==> config.mk <==
export PLATFORM = sky130hd
export DESIGN_NAME = octal_addr_latch
export DESIGN_NICKNAME = d
export VERILOG_FILES = /design/src/rtl/octlat_pkg.sv /design/src/rtl/octlat_sync.sv /design/src/rtl/octlat_bank.sv /design/src/rtl/octlat_thermal.sv /design/src/rtl/octlat_drive.sv /design/src/rtl/octal_addr_latch.sv
export SDC_FILE = /design/constraint.sdc
export NUM_CORES = 1
export LEC_CHECK = 0
export ABC_AREA = 1
export BUFFER_PORTS_ARGS = -buffer_cell sky130_fd_sc_hd__buf_2
export CAP_MARGIN = 5
export CORE_AREA = 10 10 66 57
export DETAILED_ROUTE_END_ITERATION = 8
export DIE_AREA = 0 0 76 67
export PLACE_DENSITY_LB_ADDON = 0.08
export SETUP_SLACK_MARGIN = 0.02
export SLEW_MARGIN = 20
export SYNTH_ARGS = -nofsm -noshare
export SYNTH_HDL_FRONTEND = slang
export SYNTH_HIERARCHICAL = 1
export SYNTH_SLANG_ARGS = --single-unit
==> constraint.sdc <==
create_clock -name clk -period 1.3 [get_ports clk]
set_input_delay 0.26 -clock clk [delete_from_list [all_inputs] [get_ports clk]]
set_output_delay 0.26 -clock clk [all_outputs]
set_load 0.005 [all_outputs]
==> src/rtl/octlat_pkg.sv <==
package octlat_pkg;

    // Control inputs that share one synchronizer chain.
    typedef struct packed {
        logic sel_n;
        logic clr_n;
        logic oe;
        logic hot;
        logic cool;
        logic din;
    } ctl_t;

    localparam int unsigned CTL_W = $bits(ctl_t);

    // Reset image: deselected, not clearing, outputs disabled.
    localparam ctl_t CTL_IDLE = '{sel_n: 1'b1, clr_n: 1'b1, oe: 1'b0,
                                  hot: 1'b0, cool: 1'b0, din: 1'b0};

endpackage

==> src/rtl/octlat_sync.sv <==
module octlat_sync #(
    parameter int unsigned WIDTH  = 8,
    parameter int unsigned STAGES = 2,
    parameter logic [WIDTH-1:0] RST_VAL = '0
) (
    input  logic             clk,
    input  logic             rst_n,
    input  logic [WIDTH-1:0] d,
    output logic [WIDTH-1:0] q
);

    typedef struct packed {
        logic [STAGES-1:0][WIDTH-1:0] st;
    } sync_s_t;

    sync_s_t s_d, s_q;

    always_comb begin
        s_d = s_q;
        s_d.st[0] = d;
        for (int i = 1; i < int'(STAGES); i++) begin
            s_d.st[i] = s_q.st[i-1];
        end
    end

    always_ff @(posedge clk or negedge rst_n) begin
        if (!rst_n) begin
            s_q <= '{st: {STAGES{RST_VAL}}};
        end else begin
            s_q <= s_d;
        end
    end

    assign q = s_q.st[STAGES-1];

endmodule

==> src/rtl/octlat_bank.sv <==
module octlat_bank #(
    parameter int unsigned N_CH = 8,
    localparam int unsigned AW  = (N_CH > 1) ? $clog2(N_CH) : 1
) (
    input  logic            clk,
    input  logic            rst_n,
    input  logic            sel_n,
    input  logic            clr_n,
    input  logic            din,
    input  logic [AW-1:0]   addr,
    output logic [N_CH-1:0] lat
);

    typedef struct packed {
        logic [N_CH-1:0] bits;
    } bank_s_t;

    bank_s_t b_d, b_q;
    logic [N_CH-1:0] hit;

    // One comparator per channel for the address decode.
    for (genvar g = 0; g < int'(N_CH); g++) begin : g_dec
        assign hit[g] = (addr == AW'(g));
    end

    always_comb begin
        b_d = b_q;
        for (int i = 0; i < int'(N_CH); i++) begin
            if (!clr_n) begin
                b_d.bits[i] = 1'b0;
            end else if (!sel_n && hit[i]) begin
                b_d.bits[i] = din;
            end
        end
    end

    always_ff @(posedge clk or negedge rst_n) begin
        if (!rst_n) begin
            b_q <= '0;
        end else begin
            b_q <= b_d;
        end
    end

    assign lat = b_q.bits;


    clr_wipes_chk: assert property (@(posedge clk) disable iff (!rst_n)
        !clr_n |=> (lat == '0));


    hold_when_idle_chk: assert property (@(posedge clk) disable iff (!rst_n)
        (sel_n && clr_n) |=> $stable(lat));


    follow_data_chk: assert property (@(posedge clk) disable iff (!rst_n)
        (!sel_n && clr_n && (int'(addr) < int'(N_CH))) |=> (lat[$past(addr)] == $past(din)));


    others_keep_chk: assert property (@(posedge clk) disable iff (!rst_n)
        (!sel_n && clr_n) |=> (((lat ^ $past(lat)) & ~$past(hit)) == '0));

endmodule

==> src/rtl/octlat_thermal.sv <==
module octlat_thermal (
    input  logic clk,
    input  logic rst_n,
    input  logic hot,
    input  logic cool,
    output logic shut
);

    typedef struct packed {
        logic flag;
    } therm_s_t;

    therm_s_t t_d, t_q;

    always_comb begin
        t_d = t_q;
        if (hot) begin
            t_d.flag = 1'b1;
        end else if (cool) begin
            t_d.flag = 1'b0;
        end
    end

    always_ff @(posedge clk or negedge rst_n) begin
        if (!rst_n) begin
            t_q <= '0;
        end else begin
            t_q <= t_d;
        end
    end

    assign shut = t_q.flag;


    hot_sets_chk: assert property (@(posedge clk) disable iff (!rst_n)
        hot |=> shut);


    cool_only_release_chk: assert property (@(posedge clk) disable iff (!rst_n)
        (shut && !cool) |=> shut);

endmodule

==> src/rtl/octlat_drive.sv <==
module octlat_drive #(
    parameter int unsigned N_CH = 8
) (
    input  logic [N_CH-1:0] lat,
    input  logic            oe,
    input  logic            shut,
    output logic [N_CH-1:0] on,
    output logic [N_CH-1:0] pin
);

    logic gate;

    always_comb begin
        gate = oe && !shut;
        for (int i = 0; i < int'(N_CH); i++) begin
            on[i]  = lat[i] && gate;
            pin[i] = !on[i];
        end
    end

endmodule

==> src/rtl/octal_addr_latch.sv <==
module octal_addr_latch #(
    parameter int unsigned N_CH   = 8,
    parameter int unsigned STAGES = 2,
    localparam int unsigned AW    = (N_CH > 1) ? $clog2(N_CH) : 1
) (
    input  logic            clk,
    input  logic            rst_n,
    input  logic            sel_n,
    input  logic [AW-1:0]   addr,
    input  logic            din,
    input  logic            clr_n,
    input  logic            oe,
    input  logic            ot_hot,
    input  logic            ot_cool,
    output logic [N_CH-1:0] out_on,
    output logic [N_CH-1:0] pin_lvl
);
    import octlat_pkg::*;

    localparam int unsigned SW = CTL_W + AW;
    localparam logic [SW-1:0] SYNC_RST = {CTL_IDLE, {AW{1'b0}}};

    ctl_t            ctl_raw, ctl_s;
    logic [AW-1:0]   addr_s;
    logic [SW-1:0]   sync_in, sync_out;
    logic [N_CH-1:0] lat;
    logic            shut;

    always_comb begin
        ctl_raw.sel_n = sel_n;
        ctl_raw.clr_n = clr_n;
        ctl_raw.oe    = oe;
        ctl_raw.hot   = ot_hot;
        ctl_raw.cool  = ot_cool;
        ctl_raw.din   = din;
        sync_in       = {ctl_raw, addr};
    end

    octlat_sync #(.WIDTH(SW), .STAGES(STAGES), .RST_VAL(SYNC_RST)) u_sync (
        .clk   (clk),
        .rst_n (rst_n),
        .d     (sync_in),
        .q     (sync_out)
    );

    assign ctl_s  = ctl_t'(sync_out[SW-1:AW]);
    assign addr_s = sync_out[AW-1:0];

    octlat_bank #(.N_CH(N_CH)) u_bank (
        .clk   (clk),
        .rst_n (rst_n),
        .sel_n (ctl_s.sel_n),
        .clr_n (ctl_s.clr_n),
        .din   (ctl_s.din),
        .addr  (addr_s),
        .lat   (lat)
    );

    octlat_thermal u_therm (
        .clk   (clk),
        .rst_n (rst_n),
        .hot   (ctl_s.hot),
        .cool  (ctl_s.cool),
        .shut  (shut)
    );

    octlat_drive #(.N_CH(N_CH)) u_drive (
        .lat   (lat),
        .oe    (ctl_s.oe),
        .shut  (shut),
        .on    (out_on),
        .pin   (pin_lvl)
    );


    blank_off_chk: assert property (@(posedge clk) disable iff (!rst_n)
        !ctl_s.oe |-> (out_on == '0));


    shutdown_off_chk: assert property (@(posedge clk) disable iff (!rst_n)
        shut |-> (pin_lvl == '1));


    enabled_follow_chk: assert property (@(posedge clk) disable iff (!rst_n)
        (ctl_s.oe && !shut) |-> (out_on == lat));

endmodule

==> flow_results.org <==
** Timing
- Slew at the pin closest to its max-slew limit :: 575 ps
- Accumulated negative setup slack :: -1940 ps
- Worst clock skew on the final layout :: 2.84 ps
- Worst rel slew slack :: 0.617
- The max-slew violation total from the final report came to 0.
- The smallest clock period supported by the final layout is computed as 1440 ps.
- Across all setup checks in the final design, the least slack found is -144 ps.
- Endpoints failing setup :: 16
- Share of the clock period used by the worst path after layout :: 1.11
- Setup repair after global routing could not meet its margin everywhere.
- The number of hold violations in the final report was 0.
- Highest Clock Rate :: 693 MHz

** Setup path
- Chain of cells forming the critical path :: nor2_4 -> nand2_1 -> buf_2
- Worst path slowest cell :: dfrtp_1
- STA classifies the critical path startpoint as a flip-flop.
- On the worst path, the slowest cell contributes a delay of 450 ps.
- Largest fanout of any net on the critical path :: 8
- The worst setup path is of the reg -> out kind.
- Signal arrival time at the worst endpoint :: 1180 ps
- The worst setup path is captured at a primary output.
- The worst register-to-register path has a depth of 4.
- At the worst endpoint, the required time is 1040 ps.

** Power and ir drop
- For this design the static power due to leakage is 0.755 nW.
- Of the total power, the share spent switching nets is 0.251.
- Of the total power, the clock network draws 0.260.
- VDD IR max :: 0.000828 V
- In this run the power spent charging and discharging nets is 0.000361 W.
- Share of power burned in combinational logic :: 0.100
- Power spread over the standard cell area amounts to 1030 mW/mm².
- Share of power burned in registers :: 0.640
- Pint :: 0.00108 W

** Cells and area
- Fraction of final layout cells with drive strength greater than 1 :: 0.302
- The number of antenna diodes in the final layout is 0.
- After routing the design area is 0.00140 mm².
- Registers take 681 µm².
- The layout has 220 filler cells.
- Summing all multi-input logic gate instances after layout gives 320 µm².
- Layout Nets :: 171
- Once layout is complete, the cells apart from fillers number 195.
- Compared with the post-synthesis result, the final layout area differs by 29.4%.

** Clock network
- The longest clock path from root to sink contains 2 buffers.
- The root buffer cell chosen for the clock tree is clkbuf_4.
- The clock net in this run drives a total of 27 sinks.
- Clock transition at the registers of the reported paths :: 150 ps
- H-Tree Level Count :: 1
- TritonCTS created 3 clock buffers.
- Source-to-sink clock delay at the later pin of the worst-skew pair :: 320 ps
- TritonCTS built the clock tree.

** GRT
- The total overflow left after global routing is 0.
- For this run, the total global-route usage over all layers was measured as 0.0780.
- The first global-routing pass estimated 3.23 mm of wire.
- The via count of the first global-routing pass came to 733.
- Maximum number of pins on one net before global-route repair :: 28
- Antenna violations before repair :: 0

** Place
- Routability-driven placement finished with a final weighted congestion of 0.753.
- The HPWL after detailed placement is 1.35 mm.
- Placed Instances :: 180
- PortBufs :: 26
- Timing analysis after detailed placement gives a worst setup slack of 133 ps.
- Area after DPL :: 0.00125 mm²

** Routing
- Number of antenna-violating nets in the routed design :: 0
- Post-detailed-routing wire length :: 1.91 mm
- Average via count per standard cell :: 4.10
- Routed len/inst :: 9.77 µm
- In the routed design, unresolved DRC markers number 0.
- Via count :: 800
- Initial detailed-routing violation count :: 55
- DRT Pass-1 Iters :: 4

** Floorplanning
- Die outline area :: 0.00509 mm²
- The core region is 0.00242 mm².
- Standard-cell rows :: 16
- From left edge to right edge, the die measures 76 µm.
- For this configuration, the core starts out at a cell density of 0.447.
- Total I/O pin count :: 27
- The floorplan step set the die height to 67 µm.

** Synthesis
- Gate count of the mapped netlist :: 119
- The cell area that synthesis handed to floorplanning was 0.00108 mm².
- Register bit total from synthesis :: 27
- Synthesized netlist net count :: 130
- For this run, the number of Yosys warnings is 6.
- The netlist uses 12 different library cells.
- Mean Syn Cell Area :: 9.11 µm²
- The share of the Yosys chip area taken by registers is 0.628.

** Run status
- The checks that failed: negative setup slack.
- Status :: finished, violations left

** Worst hold path
- Path category of the worst min-delay check :: in -> reg
- Counting instances, the worst hold path has a depth of 1.

** Job
- Max-cap violations in this run came to 0.
routing by layer:
layer,global-route usage,up-vias,wire length [µm]
li1,-,424,-
met1,0.0848,353,888
met2,0.130,21,868
met3,0.0389,2,127
met4,0.0283,0,22
met5,0,-,0
path summary, 6_finish.rpt:
kind                           startpoint              to  slack, ps
setup / recovery             u_therm/shut      pin_lvl[0]       -140
hold / removal                         oe  u_sync/s_d[15]         30
setup reg to reg              u_sync/q[7]   u_bank/lat[4]        280
hold reg to reg            u_sync/s_d[15]     u_sync/q[6]        370
max in group asynchronous           rst_n     u_sync/q[8]        470
min in group asynchronous           rst_n  u_sync/s_d[14]        450
synth_stat cells (all sizes together):
library cell  instances  share of area
buf                   1         0.0069
dfrtp                23           0.53
dfstp                 4          0.097
inv                  24          0.083
nand2                45           0.16
nand3                 8          0.037
nor2                 14          0.082
final cells by class:
| type | instances | area share |
|---|---|---|
| clock buffer | 3 | 0.0161 |
| clock inverter | 1 | 0.00624 |
| multi-input combinational | 67 | 0.228 |
| inverter | 24 | 0.0642 |
| tap | 36 | 0.0321 |
| sequential | 27 | 0.485 |
| timing repair buffer | 37 | 0.168 |
power groups by stage:
stage / clock, W / combinational, W / sequential (W)
3_3_place_gp: 0 / 0.000113 / 0.000936
6_report: 0.000375 / 0.000144 / 0.000922
2_1_floorplan: 0 / 0.0000723 / 0.000928
5_1_grt: 0.000438 / 0.000164 / 0.000929
3_5_place_dp: 0 / 0.000116 / 0.000938
4_1_cts: 0.000404 / 0.000131 / 0.000922
critical path: cells and delay by family (launching register included):
family	cells	cell delay (ps)
simple gates	2	270
flops	1	450
buf+inv	1	130
registers in the layout, summed over array words and instances, names as in the netlist:
signal,flops
u_therm/shut,1
u_sync/s_d,9
u_sync/q,9
u_bank/lat,8
metrics by stage:
step / total power (W) / util / hold slack [ps]
after floorplan: 0.00100 / - / -35.6
after global placement: 0.00105 / 0.517 / 287
after detailed placement: 0.00105 / 0.517 / 298
after CTS: 0.00146 / 0.551 / 3.55
after global routing: 0.00153 / 0.579 / 4.10
final: 0.00144 / 0.579 / 29.4
repair_timing:
action                                  CTS  global route
pin swaps                                 2             3
endpoints found under the hold margin    25             6
setup buffers                             2             0
resized for setup                         2             4
endpoints found under the setup margin   16            16
hold buffers                              3             6
cells in the final DEF, fill, tap and decap left out, types with 3 or more instances in the layout:
| master | instances |
|---|---|
| nand2_1 | 43 |
| buf_2 | 26 |
| clkbuf_4 | 3 |
| inv_1 | 22 |
| dfrtp_1 | 23 |
| dfstp_2 | 4 |
| dlygate4sd3_1 | 9 |
| nor2_1 | 6 |
| nand3_1 | 8 |
| nor2_2 | 5 |
cell families after synthesis:
kind of cell,Yosys count,share of synthesized area
buffers and inverters,25,0.0901
flip-flops,27,0.628
AND/OR/NAND/NOR,67,0.282
(Power assumes the default switching activity.)
